[config.mk]
export PLATFORM = sky130hd
export DESIGN_NAME = dma_beat_sched
export DESIGN_NICKNAME = d
export VERILOG_FILES = /design/src/rtl/dma_sched_pkg.sv /design/src/rtl/dma_chan_slot.sv /design/src/rtl/dma_prio_pick.sv /design/src/rtl/dma_run_seq.sv /design/src/rtl/dma_beat_sched.sv
export SDC_FILE = /design/constraint.sdc
export NUM_CORES = 1
export LEC_CHECK = 0
export ABC_AREA = 1
export BUFFER_PORTS_ARGS = -buffer_cell sky130_fd_sc_hd__buf_2
export CORE_MARGIN = 1
export CORE_UTILIZATION = 55
export DETAILED_ROUTE_END_ITERATION = 8
export PLACE_DENSITY = 0.76
export SLEW_MARGIN = 20
export SYNTH_ARGS = -nofsm -noshare
export SYNTH_HDL_FRONTEND = slang
export SYNTH_SLANG_ARGS = --single-unit
[constraint.sdc]
create_clock -name clk -period 3.3 [get_ports clk]
set_input_delay 0.33 -clock clk [delete_from_list [all_inputs] [get_ports clk]]
set_output_delay 0.33 -clock clk [all_outputs]
set_load 0.03 [all_outputs]
[src/rtl/dma_sched_pkg.sv]
package dma_sched_pkg;

    typedef enum logic {
        MODE_SINGLE = 1'b0,
        MODE_BURST  = 1'b1
    } xfer_mode_e;

    // Beats granted to a channel for one run.
    function automatic int unsigned run_length(input xfer_mode_e  mode,
                                               input int unsigned code,
                                               input int unsigned remain);
        int unsigned full;
        full = 32'd1 << code;
        if (mode == MODE_SINGLE) return 32'd1;
        return (remain < full) ? remain : full;
    endfunction

endpackage

[src/rtl/dma_chan_slot.sv]
module dma_chan_slot import dma_sched_pkg::*; #(
    parameter int CNT_W = 14,
    parameter int BSZ_W = 3
) (
    input  logic             clk,
    input  logic             rst,
    input  logic             wr_i,
    input  xfer_mode_e       wr_mode_i,
    input  logic [BSZ_W-1:0] wr_size_i,
    input  logic [CNT_W-1:0] wr_count_i,
    input  logic             req_i,
    input  logic             grant_i,
    input  logic             retire_i,
    input  logic [CNT_W-1:0] retire_len_i,
    output logic             eligible_o,
    output xfer_mode_e       mode_o,
    output logic [BSZ_W-1:0] size_o,
    output logic [CNT_W-1:0] count_o,
    output logic             done_o
);
    logic [CNT_W-1:0] cnt_q;
    logic [BSZ_W-1:0] size_q;
    xfer_mode_e       mode_q;
    logic             pend_q, armed_q, done_q;
    logic             has_work;

    assign has_work = (cnt_q != '0);

    always_ff @(posedge clk) begin
        if (rst) begin
            cnt_q   <= '0;
            size_q  <= '0;
            mode_q  <= MODE_SINGLE;
            pend_q  <= 1'b0;
            armed_q <= 1'b0;
            done_q  <= 1'b0;
        end else begin
            done_q <= 1'b0;
            if (wr_i) begin
                cnt_q   <= wr_count_i;
                size_q  <= wr_size_i;
                mode_q  <= wr_mode_i;
                pend_q  <= 1'b0;
                armed_q <= 1'b0;
            end else begin
                pend_q <= (pend_q & ~grant_i) |
                          (req_i & has_work & (mode_q == MODE_SINGLE));
                if (req_i && has_work && mode_q == MODE_BURST)
                    armed_q <= 1'b1;
                if (retire_i) begin
                    cnt_q <= cnt_q - retire_len_i;
                    if (cnt_q == retire_len_i) begin
                        armed_q <= 1'b0;
                        done_q  <= 1'b1;
                    end
                end
            end
        end
    end

    assign eligible_o = has_work & ((mode_q == MODE_BURST) ? armed_q : pend_q);
    assign mode_o     = mode_q;
    assign size_o     = size_q;
    assign count_o    = cnt_q;
    assign done_o     = done_q;


    cnt_no_rise_chk: assert property (@(posedge clk) disable iff (rst)
        !wr_i |=> cnt_q <= $past(cnt_q));


    done_at_zero_chk: assert property (@(posedge clk) disable iff (rst)
        done_q |-> cnt_q == '0);

endmodule

[src/rtl/dma_prio_pick.sv]
module dma_prio_pick #(
    parameter int NCH   = 4,
    parameter int IDX_W = 2
) (
    input  logic [NCH-1:0]   elig_i,
    output logic             any_o,
    output logic [IDX_W-1:0] idx_o
);
    always_comb begin
        any_o = 1'b0;
        idx_o = '0;
        for (int i = 0; i < NCH; i++) begin
            if (elig_i[i]) begin
                any_o = 1'b1;
                idx_o = IDX_W'(i);
            end
        end
    end
endmodule

[src/rtl/dma_run_seq.sv]
module dma_run_seq #(
    parameter int IDX_W = 2,
    parameter int LEN_W = 8
) (
    input  logic             clk,
    input  logic             rst,
    input  logic             start_i,
    input  logic [IDX_W-1:0] start_ch_i,
    input  logic [LEN_W-1:0] start_len_i,
    input  logic             ready_i,
    output logic             busy_o,
    output logic [IDX_W-1:0] ch_o,
    output logic             last_o,
    output logic             retire_o,
    output logic [LEN_W-1:0] len_o
);
    logic             busy_q;
    logic [IDX_W-1:0] ch_q;
    logic [LEN_W-1:0] left_q, len_q;

    always_ff @(posedge clk) begin
        if (rst) begin
            busy_q <= 1'b0;
            ch_q   <= '0;
            left_q <= '0;
            len_q  <= '0;
        end else if (!busy_q) begin
            if (start_i) begin
                busy_q <= 1'b1;
                ch_q   <= start_ch_i;
                left_q <= start_len_i;
                len_q  <= start_len_i;
            end
        end else if (ready_i) begin
            left_q <= left_q - 1'b1;
            if (left_q == LEN_W'(1)) busy_q <= 1'b0;
        end
    end

    assign busy_o   = busy_q;
    assign ch_o     = ch_q;
    assign last_o   = busy_q && (left_q == LEN_W'(1));
    assign retire_o = last_o && ready_i;
    assign len_o    = len_q;


    beat_hold_chk: assert property (@(posedge clk) disable iff (rst)
        busy_q && !ready_i |=> busy_q && $stable(ch_q) && $stable(left_q));


    run_owner_chk: assert property (@(posedge clk) disable iff (rst)
        busy_q && !last_o |=> busy_q && $stable(ch_q));

endmodule

[src/rtl/dma_beat_sched.sv]
module dma_beat_sched import dma_sched_pkg::*; #(
    parameter int NCH   = 4,
    parameter int CNT_W = 14,
    parameter int BSZ_W = 3,
    localparam int IDX_W = (NCH > 1) ? $clog2(NCH) : 1
) (
    input  logic                 clk,
    input  logic                 rst,
    input  logic                 cfg_we_i,
    input  logic [IDX_W-1:0]     cfg_ch_i,
    input  logic                 cfg_burst_i,
    input  logic [BSZ_W-1:0]     cfg_size_i,
    input  logic [CNT_W-1:0]     cfg_count_i,
    input  logic [NCH-1:0]       req_i,
    output logic                 beat_valid_o,
    input  logic                 beat_ready_i,
    output logic [IDX_W-1:0]     beat_ch_o,
    output logic                 beat_last_o,
    output logic [NCH-1:0]       done_o,
    output logic [NCH*CNT_W-1:0] count_o
);
    localparam int LEN_W = 2 ** BSZ_W;

    logic [NCH-1:0]   elig;
    logic [CNT_W-1:0] cnt_a  [NCH];
    logic [BSZ_W-1:0] size_a [NCH];
    xfer_mode_e       mode_a [NCH];
    logic             any_elig, busy, retire, grant;
    logic [IDX_W-1:0] pick, cur;
    logic [LEN_W-1:0] start_len, run_len;

    assign grant     = !busy && any_elig;
    assign start_len = LEN_W'(run_length(mode_a[pick], 32'(size_a[pick]),
                                         32'(cnt_a[pick])));

    dma_prio_pick #(.NCH(NCH), .IDX_W(IDX_W)) i_pick (
        .elig_i (elig),
        .any_o  (any_elig),
        .idx_o  (pick)
    );

    dma_run_seq #(.IDX_W(IDX_W), .LEN_W(LEN_W)) i_seq (
        .clk         (clk),
        .rst         (rst),
        .start_i     (grant),
        .start_ch_i  (pick),
        .start_len_i (start_len),
        .ready_i     (beat_ready_i),
        .busy_o      (busy),
        .ch_o        (cur),
        .last_o      (beat_last_o),
        .retire_o    (retire),
        .len_o       (run_len)
    );

    for (genvar g = 0; g < NCH; g++) begin : g_slot
        logic owned, wr, grant_g, retire_g;
        assign owned    = (busy && cur == IDX_W'(g)) || (grant && pick == IDX_W'(g));
        assign wr       = cfg_we_i && (cfg_ch_i == IDX_W'(g)) && !owned;
        assign grant_g  = grant && (pick == IDX_W'(g));
        assign retire_g = retire && (cur == IDX_W'(g));

        dma_chan_slot #(.CNT_W(CNT_W), .BSZ_W(BSZ_W)) i_slot (
            .clk          (clk),
            .rst          (rst),
            .wr_i         (wr),
            .wr_mode_i    (xfer_mode_e'(cfg_burst_i)),
            .wr_size_i    (cfg_size_i),
            .wr_count_i   (cfg_count_i),
            .req_i        (req_i[g]),
            .grant_i      (grant_g),
            .retire_i     (retire_g),
            .retire_len_i (CNT_W'(run_len)),
            .eligible_o   (elig[g]),
            .mode_o       (mode_a[g]),
            .size_o       (size_a[g]),
            .count_o      (cnt_a[g]),
            .done_o       (done_o[g])
        );
        assign count_o[g*CNT_W +: CNT_W] = cnt_a[g];
    end

    assign beat_valid_o = busy;
    assign beat_ch_o    = cur;


    single_one_beat_chk: assert property (@(posedge clk) disable iff (rst)
        beat_valid_o && mode_a[beat_ch_o] == MODE_SINGLE |-> beat_last_o);


    done_sparse_chk: assert property (@(posedge clk) disable iff (rst)
        $onehot0(done_o));


    done_single_cycle_chk: assert property (@(posedge clk) disable iff (rst)
        done_o != '0 |=> (done_o & $past(done_o)) == '0);

endmodule

==> flow_metrics.py, run 1 <==
metrics = {
    "run_status": {
        "outcome": "completed",
    },
    "setup_path": {
        "crit_arrival_ns": 3.45,
        "r2r_slack_ns": 0.15,
        "critical_path_class": "flip-flop to flip-flop",
        "worstPathRequired_ns": 3.60,
        "path_max_fanout": 8,
        "timing.rr.start": "g_slot[3].i_slot.count_o[3]",
        "r2r-end": "i_seq.left_q[3]",
        "setup.worst_path.start_class": "flip-flop",
        "worstSetupEndpointType": "flip-flop",
        "ff2ff_path_depth": 24,
    },
    "yosys": {
        "synth.avg_cell_area_um2": 6.76,
        "netlist_instances": 1057,
        "synth-seq-cells": 103,
        "netlist_area_mm2": 0.00714,
        "syn-num-nets": 1130,
        "synth-seq-area-share_pct": 28.9,
        "yosys_warnings": 0,
        "yosysUniqueCellTypes": 52,
        "synth_area_leaders": "dfxtp_1, nand2_1, ha_1",
        "yosysTopAreaCell": "dfxtp_1",
        "synth_top_area_share_pct": 28.9,
    },
    "placed_design": {
        "io_buffers": 91,
        "post-place-ws_ns": -0.0121,
        "place_inst": 1359,
        "gp_congestion": 0.992,
        "dp_hpwl_um": 19100,
    },
    "clocking": {
        "ctsHoldBuffers": 0,
        "numCtsBuffers": 9,
        "clock_latency_ns": 0.36,
        "path_clk_slew_ns": 0.08,
        "cts_tree": "built",
        "clock-root-buffer": "clkbuf_16",
        "cts.sinks": 103,
        "clk_path_buf_depth": 2,
        "cts_max_level": 3,
    },
    "die": {
        "start_util_pct": 56.6,
        "die_x_um": 116,
        "die_y_um": 116,
        "num_io_pins": 92,
        "die_area_mm2": 0.0134,
        "core_mm2": 0.0126,
        "num_rows": 41,
    },
    "flow_run": {
        "maxCapViolations": 0,
    },
    "timing": {
        "finalHoldViolations": 0,
        "setup_viol": 0,
        "holdWs_ns": 0.174,
        "fmax_mhz": 318,
        "max_slew_margin_pct": 51.9,
        "finClkSkew_ns": 0.00847,
        "slew_viol_final": 0,
        "period_share_pct": 95.3,
        "finalWorstSetupSlack_ns": 0.155,
        "min_period_ns": 3.15,
        "worst_pin_slew_ns": 0.715,
    },
    "power_and_ir_drop": {
        "peakVddDrop_v": 0.000316,
        "leakage_nw": 4.45,
        "p_per_area_mw_per_mm2": 753,
    },
    "finish": {
        "nFillCells": 1148,
        "n_antenna_cell": 0,
        "multi_input_area_mm2": 0.00468,
        "drive_gt1_share_pct": 24.7,
        "nets": 1290,
        "syn2layout_area_growth_pct": 25.2,
        "regArea_mm2": 0.00207,
        "stdcell_count": 1394,
    },
    "worst_hold_path": {
        "hold_path_startpoint": "beat_ready_i",
        "hold_path_depth": 2,
        "hold_class": "primary input to flip-flop",
        "min_to": "i_seq.busy_o",
    },
    "drt": {
        "dr.pass1.iters": 6,
        "drtIter0Drc": 863,
        "wl_per_cell_um": 18.4,
        "wirelength_um": 25700,
        "via_per_inst": 5.77,
        "ant_nets": 0,
        "via_count": 8046,
        "drc": 0,
    },
    "global_routing": {
        "grt_pass1_wl_um": 38500,
        "grt_overflow": 0,
        "grt_pass1_vias": 7130,
        "grt_max_degree": 56,
        "antenna_found_initial": 0,
        "grtUsageTotal_pct": 38.8,
    },
}
## routing by layer
layer,track usage [%],part of all wire [%],vias up
li1,-,-,3845
met1,50.8,41,3722
met2,60.8,45,405
met3,6.59,9.4,74
met4,20.8,4.5,0
met5,0,0,-
## final cells by class
type                            count  area share, %
Timing Repair Buffer              180           13.1
Clock inverter                      7          0.671
Tap cell                          172           2.41
Sequential cell                   103           23.2
Inverter                          138           5.87
Multi-Input combinational cell    785           52.3
Clock buffer                        9           2.52
## worst max path at each step
stage | start | endpoint | slack (ns) | cells after the start
6_report | g_slot[3].i_slot.count_o[3] | i_seq.left_q[3] | 0.15 | 24
4_1_cts | g_slot[2].i_slot.count_o[13] | i_seq.left_q[4] | 0.01 | 21
3_5_place_dp | g_slot[3].i_slot.count_o[8] | i_seq.left_q[3] | -0.01 | 24
5_1_grt | g_slot[2].i_slot.mode_o | i_seq.left_q[7] | -0.09 | 24
2_1_floorplan | g_slot[3].i_slot.count_o[12] | i_seq.left_q[3] | 0.18 | 24
3_3_place_gp | g_slot[3].i_slot.count_o[12] | i_seq.left_q[3] | 0.06 | 24
## kinds of logic (layout without fill, tap and decap cells)
logic type	Yosys count	in the layout	share of synthesized area, %
AO/OA/AOI/OAI	232	232	19.7
XOR/XNOR	37	37	4.54
adder cells (fa/ha/maj)	45	45	8.30
buffers and inverters	172	334	9.81
flip-flops	103	103	28.9
AND/OR/NAND/NOR	468	471	28.7
## sequential cells by signal (all words and copies together), names as in the netlist
register	flops
g_slot.i_slot.armed_q	4
g_slot.i_slot.count_o	56
g_slot.i_slot.done_o	4
g_slot.i_slot.mode_o	4
g_slot.i_slot.pend_q	4
g_slot.i_slot.size_o	12
i_seq.busy_o	1
i_seq.ch_o	2
i_seq.left_q	8
i_seq.len_o	8
## worst max-delay path, cell delays in order, from the launching register on
cell and delay (ns):
dfxtp_1 0.37, nor2_1 0.06, nand2_1 0.11, nor2_4 0.05, nand2_4 0.11, nand2_8 0.09, buf_12 0.13, nand3_4 0.13
clkinv_4 0.13, nand2_4 0.08, nand3_4 0.13, nor2_4 0.14, nand2_4 0.07, ha_4 0.22, a21oi_2 0.14, o211ai_1 0.12
inv_2 0.09, o2111ai_4 0.13, nor2_4 0.21, nand2_4 0.11, nand2_1 0.07, nand3_1 0.10, nand2_1 0.11, nand2_1 0.07
a21oi_2 0.10
## synth_stat cells (all sizes together)
| master | count |
|---|---|
| dfxtp | 103 |
| nor4 | 2 |
| inv | 135 |
| a221oi | 4 |
| clkbuf | 20 |
| or2 | 8 |
| xor2 | 25 |
| ha | 41 |
| o21ai | 60 |
| a21oi | 79 |
| nand3 | 48 |
| nor4b | 2 |
| nor2 | 121 |
| a31oi | 28 |
| xnor2 | 12 |
| o31ai | 4 |
| o211ai | 10 |
| nand2 | 259 |
| a211oi | 3 |
| o21a | 6 |
| a22o | 3 |
| nand4 | 12 |
| a21boi | 2 |
| clkinv | 3 |
| o32ai | 1 |
| o221ai | 15 |
| o21bai | 1 |
| a21o | 1 |
| fa | 4 |
| o2111ai | 1 |
| nor3 | 16 |
| buf | 14 |
| o22ai | 14 |
## where the power goes
group | internal (mW) | switching, mW | total, mW
logic | 1.52 | 2.60 | 4.11
clock network | 0.528 | 0.537 | 1.07
registers | 1.40 | 0.159 | 1.56
## placed cells by master (no fill, tap or decap), types with 5 or more instances in the layout
master / count
nor3_1: 14
nand4_1: 12
dfxtp_1: 96
nor2_1: 100
ha_1: 37
buf_2: 91
inv_1: 121
dfxtp_2: 6
clkbuf_16: 9
inv_2: 14
inv_6: 5
nor2_2: 13
a21oi_1: 69
nand2_4: 9
o22ai_1: 12
nor2_4: 9
nand3_4: 5
nand3_2: 7
a31oi_1: 28
nand2_2: 12
nand3_1: 37
o221ai_1: 15
o211ai_1: 10
a21oi_2: 10
nand2_1: 238
xnor2_1: 12
o21a_1: 6
o21ai_0: 55
buf_4: 83
xor2_1: 25
o21ai_1: 5
## repair_timing
| action | in CTS | in global routing |
|---|---|---|
| buffers inserted | 2 | 14 |
| pin swaps | 2 | 29 |
| resized for setup | 2 | 73 |
| endpoints found under the setup margin | 5 | 16 |
| cloned | 1 | 2 |
## per-stage QoR
step	area, um2	power, mW	TNS [ns]	utilization [%]
2_1_floorplan	7140	4.40	0	-
3_3_place_gp	8190	5.34	0	64.9
3_5_place_dp	8190	5.36	-0.0164	64.9
4_1_cts	8510	6.47	0	67.4
5_1_grt	8940	7.25	-0.491	70.9
6_report	8940	6.74	0	70.9
(Power assumes the default switching activity.)
==> run 2, diff against run 1 <==
--- a/config.mk
+++ b/config.mk
@@ -7,11 +7,12 @@
 export LEC_CHECK = 0
 export ABC_AREA = 1
 export BUFFER_PORTS_ARGS = -buffer_cell sky130_fd_sc_hd__buf_2
-export CORE_MARGIN = 1
+export CAP_MARGIN = 20
 export CORE_UTILIZATION = 55
 export DETAILED_ROUTE_END_ITERATION = 8
-export PLACE_DENSITY = 0.76
+export PLACE_DENSITY = 0.75
 export SLEW_MARGIN = 20
 export SYNTH_ARGS = -nofsm -noshare
 export SYNTH_HDL_FRONTEND = slang
+export SYNTH_HIERARCHICAL = 1
 export SYNTH_SLANG_ARGS = --single-unit
==> run 2 against run 1 <==
  * The flow now finishes with violations (setup timing)
  * Fmax decreased by 13%
  * Global-route usage decreased by 1.4 points
  * First-iteration DRC count decreased by 6.6%
==> flow_metrics.py, run 2 <==
metrics = {
    "run_status": {
        "outcome": "finished, violations left",
        "violations": "setup timing",
    },
    "worst_hold_path": {
        "hold_class": "primary input to flip-flop",
    },
    "timing": {
        "worst_pin_slew_ns": 1.01,
        "finalWorstSetupSlack_ns": -0.330,
        "period_share_pct": 110,
        "fmax_mhz": 275,
        "slew_viol_final": 0,
        "setup_viol": 16,
        "finClkSkew_ns": 0.0118,
        "min_period_ns": 3.63,
        "holdWs_ns": 0.318,
        "rsz0062_at_grt": "true",
        "finalHoldViolations": 0,
        "max_slew_margin_pct": 32.8,
    },
    "setup_path": {
        "cp.depth": 26,
        "cp_common_cell": "inv_1",
        "r2r_slack_ns": -0.33,
        "critical_path_class": "flip-flop to flip-flop",
        "crit_slowest_cell": "dfxtp_4",
        "path_max_fanout": 7,
        "worstSetupEndpointType": "flip-flop",
        "worstPathRequired_ns": 3.59,
        "endpoint": "i_seq/left_q[3]",
        "slowest_delay_ns": 0.35,
        "setup.worst_path.start_class": "flip-flop",
        "crit_arrival_ns": 3.92,
        "worstPathBufferInverterCount": 9,
        "timing.rr.start": "g_slot[2].i_slot/count_o[1]",
        "startpoint": "g_slot[2].i_slot/count_o[1]",
        "r2r-end": "i_seq/left_q[3]",
        "ff2ff_path_depth": 26,
        "critical-path-top-delay-family": "compound AO/OA/AOI/OAI gates",
    },
    "clocking": {
        "clock-root-buffer": "clkbuf_16",
        "cts.sinks": 103,
        "path_clk_slew_ns": 0.08,
        "cts_tree": "built",
        "clock_latency_ns": 0.37,
        "cts_max_level": 3,
        "clk_path_buf_depth": 2,
        "numCtsBuffers": 9,
    },
    "power_and_ir_drop": {
        "leakage_nw": 5.99,
        "peakVddDrop_v": 0.000485,
        "p_per_area_mw_per_mm2": 547,
    },
    "yosys": {
        "synth-seq-cells": 103,
        "ys_top_cells_by_count": "nand2_1, inv_1, nor2_1, dfxtp_1, nand3_1",
        "netlist_area_mm2": 0.00942,
        "synth-edff-count": 0,
        "synth_area_leaders": "dfxtp_1, nand2_1, inv_1",
        "synth.most_common_cell": "nand2_1",
        "synth-seq-area-share_pct": 21.9,
        "synth_flop_cell": "dfxtp_1",
        "yosysTopAreaCell": "dfxtp_1",
        "synth.avg_cell_area_um2": 6.31,
        "yosysUniqueCellTypes": 48,
        "synthArstFlopShare_pct": 0,
        "synth_top_area_share_pct": 21.9,
        "netlist_instances": 1494,
        "yosys_warnings": 6,
    },
    "drt": {
        "dr.pass1.iters": 5,
        "via_count": 10600,
        "drtIter0Drc": 806,
        "ant_nets": 0,
        "via_per_inst": 5.44,
        "wirelength_um": 33100,
        "drc": 0,
        "wl_per_cell_um": 17.0,
    },
    "finish": {
        "nets": 1813,
        "final_common_cell": "nand2_1",
        "final_cell_mix": "nand2_1, inv_1, nor2_1",
        "stdcell_count": 1945,
        "drive_gt1_share_pct": 26.4,
        "syn2layout_area_growth_pct": 23.7,
        "largest_reg_flops": 56,
        "utilization_pct": 70.0,
        "n_antenna_cell": 0,
    },
    "placed_design": {
        "post-place-ws_ns": -0.307,
        "place_inst": 1914,
        "io_buffers": 91,
        "gp_congestion": 0.973,
        "dp_hpwl_um": 25700,
    },
    "die": {
        "start_util_pct": 56.6,
        "core_mm2": 0.0166,
        "die_x_um": 133,
        "num_io_pins": 92,
        "die_y_um": 133,
        "die_area_mm2": 0.0177,
        "num_rows": 47,
    },
    "global_routing": {
        "grt_pass1_wl_um": 50900,
        "grtUsageTotal_pct": 37.4,
        "grt_overflow": 0,
        "grt_max_degree": 42,
        "antenna_found_initial": 0,
        "grt_pass1_vias": 9683,
    },
    "flow_run": {
        "maxCapViolations": 0,
    },
}
[run 2: cell types whose count changed in the layout (fill, tap and decap cells not counted), moves of 21 or more]
cell / change
conb_1: +24
buf_4: +33
nand2_1: +132
inv_1: +140
a22oi_1: +36
dfxtp_2: +23
nor2_1: +50
nand2_2: +32
dfxtp_1: -27
nand3_1: +47
ha_1: +21
[run 2: how the worst min path moves through the flow]
| stage | slack, ns | startpoint | endpoint | cells after the start |
|---|---|---|---|---|
| after floorplan | 0.39 | rst | g_slot[1].i_slot/count_o[3] | 1 |
| after global placement | 0.48 | i_seq/left_q[7] | i_seq/left_q[7] | 2 |
| after detailed placement | 0.49 | g_slot[1].i_slot/armed_q | g_slot[1].i_slot/armed_q | 2 |
| after CTS | 0.31 | cfg_size_i[0] | g_slot[1].i_slot/size_o[0] | 3 |
| after global routing | 0.32 | cfg_size_i[0] | g_slot[1].i_slot/size_o[0] | 3 |
| final | 0.32 | cfg_size_i[2] | g_slot[2].i_slot/size_o[2] | 3 |
[run 2: through the flow]
step           power (mW)  cell area (um2)  setup TNS [ns]
6_report             6.37            11700           -4.23
5_1_grt              6.78            11700           -6.38
4_1_cts              6.13            11500           -2.45
3_5_place_dp         4.85            11000           -3.52
3_3_place_gp         4.81            11000           -2.72
2_1_floorplan        3.97             9600               0
[run 2: where the power goes]
group          switching, mW  internal (mW)  leakage [nW]
logic                   2.25           1.35          4.97
clock network          0.552          0.669         0.164
registers              0.195           1.36         0.855
[run 2: cell families (layout without fill, tap and decap cells)]
logic type / Yosys count / in the layout / synth area share (%)
flops: 103 / 103 / 21.9
other cells: 1 / 24 / 0.0398
fa+ha+maj: 65 / 65 / 8.95
xor+xnor: 9 / 9 / 0.837
compound gates: 230 / 230 / 15.3
buf+inv: 311 / 519 / 14.1
simple gates: 775 / 775 / 38.9
[run 2: cell type report]
class                           instances  area (um2)
Multi-Input combinational cell       1103        6330
Fill cell                            1515        4990
Sequential cell                       103        2120
Timing Repair Buffer                  215        1490
Inverter                              288        1110
Tap cell                              220         275
Clock buffer                           11         264
Clock inverter                          5        72.6
[run 2: metal layers]
| layer | routed length (um) | track usage (%) |
|---|---|---|
| met5 | 0 | 0 |
| met4 | 1580 | 19.7 |
| met3 | 2840 | 4.94 |
| met2 | 15100 | 60.6 |
| met1 | 13600 | 48.3 |
[run 2: worst reg2reg max path, stage by stage, from the launching register on]
cell,delay [ns]
dfxtp_4,0.35
inv_1,0.05
nand3_1,0.08
nor3_1,0.05
buf_4,0.13
a22oi_2,0.21
inv_1,0.11
nand2_2,0.09
nand2_4,0.07
buf_12,0.13
buf_16,0.12
nand2_4,0.07
clkinv_4,0.08
a22o_1,0.24
a221oi_2,0.22
inv_1,0.13
ha_4,0.26
a21oi_2,0.16
o21ai_2,0.10
nor2_4,0.17
clkbuf_16,0.18
a21oi_2,0.05
nor2_1,0.12
inv_1,0.07
o21ai_1,0.11
o21ai_1,0.07
a21oi_1,0.13
[run 2: what timing repair did]
| item | CTS | global route |
|---|---|---|
| cloned | 1 | 1 |
| resized for setup | 14 | 28 |
| endpoints found under the hold margin | 0 | 0 |
| setup endpoints to repair | 16 | 31 |
| pin swaps | 1 | 27 |
| setup buffers | 9 | 4 |
| hold buffers | 0 | 0 |
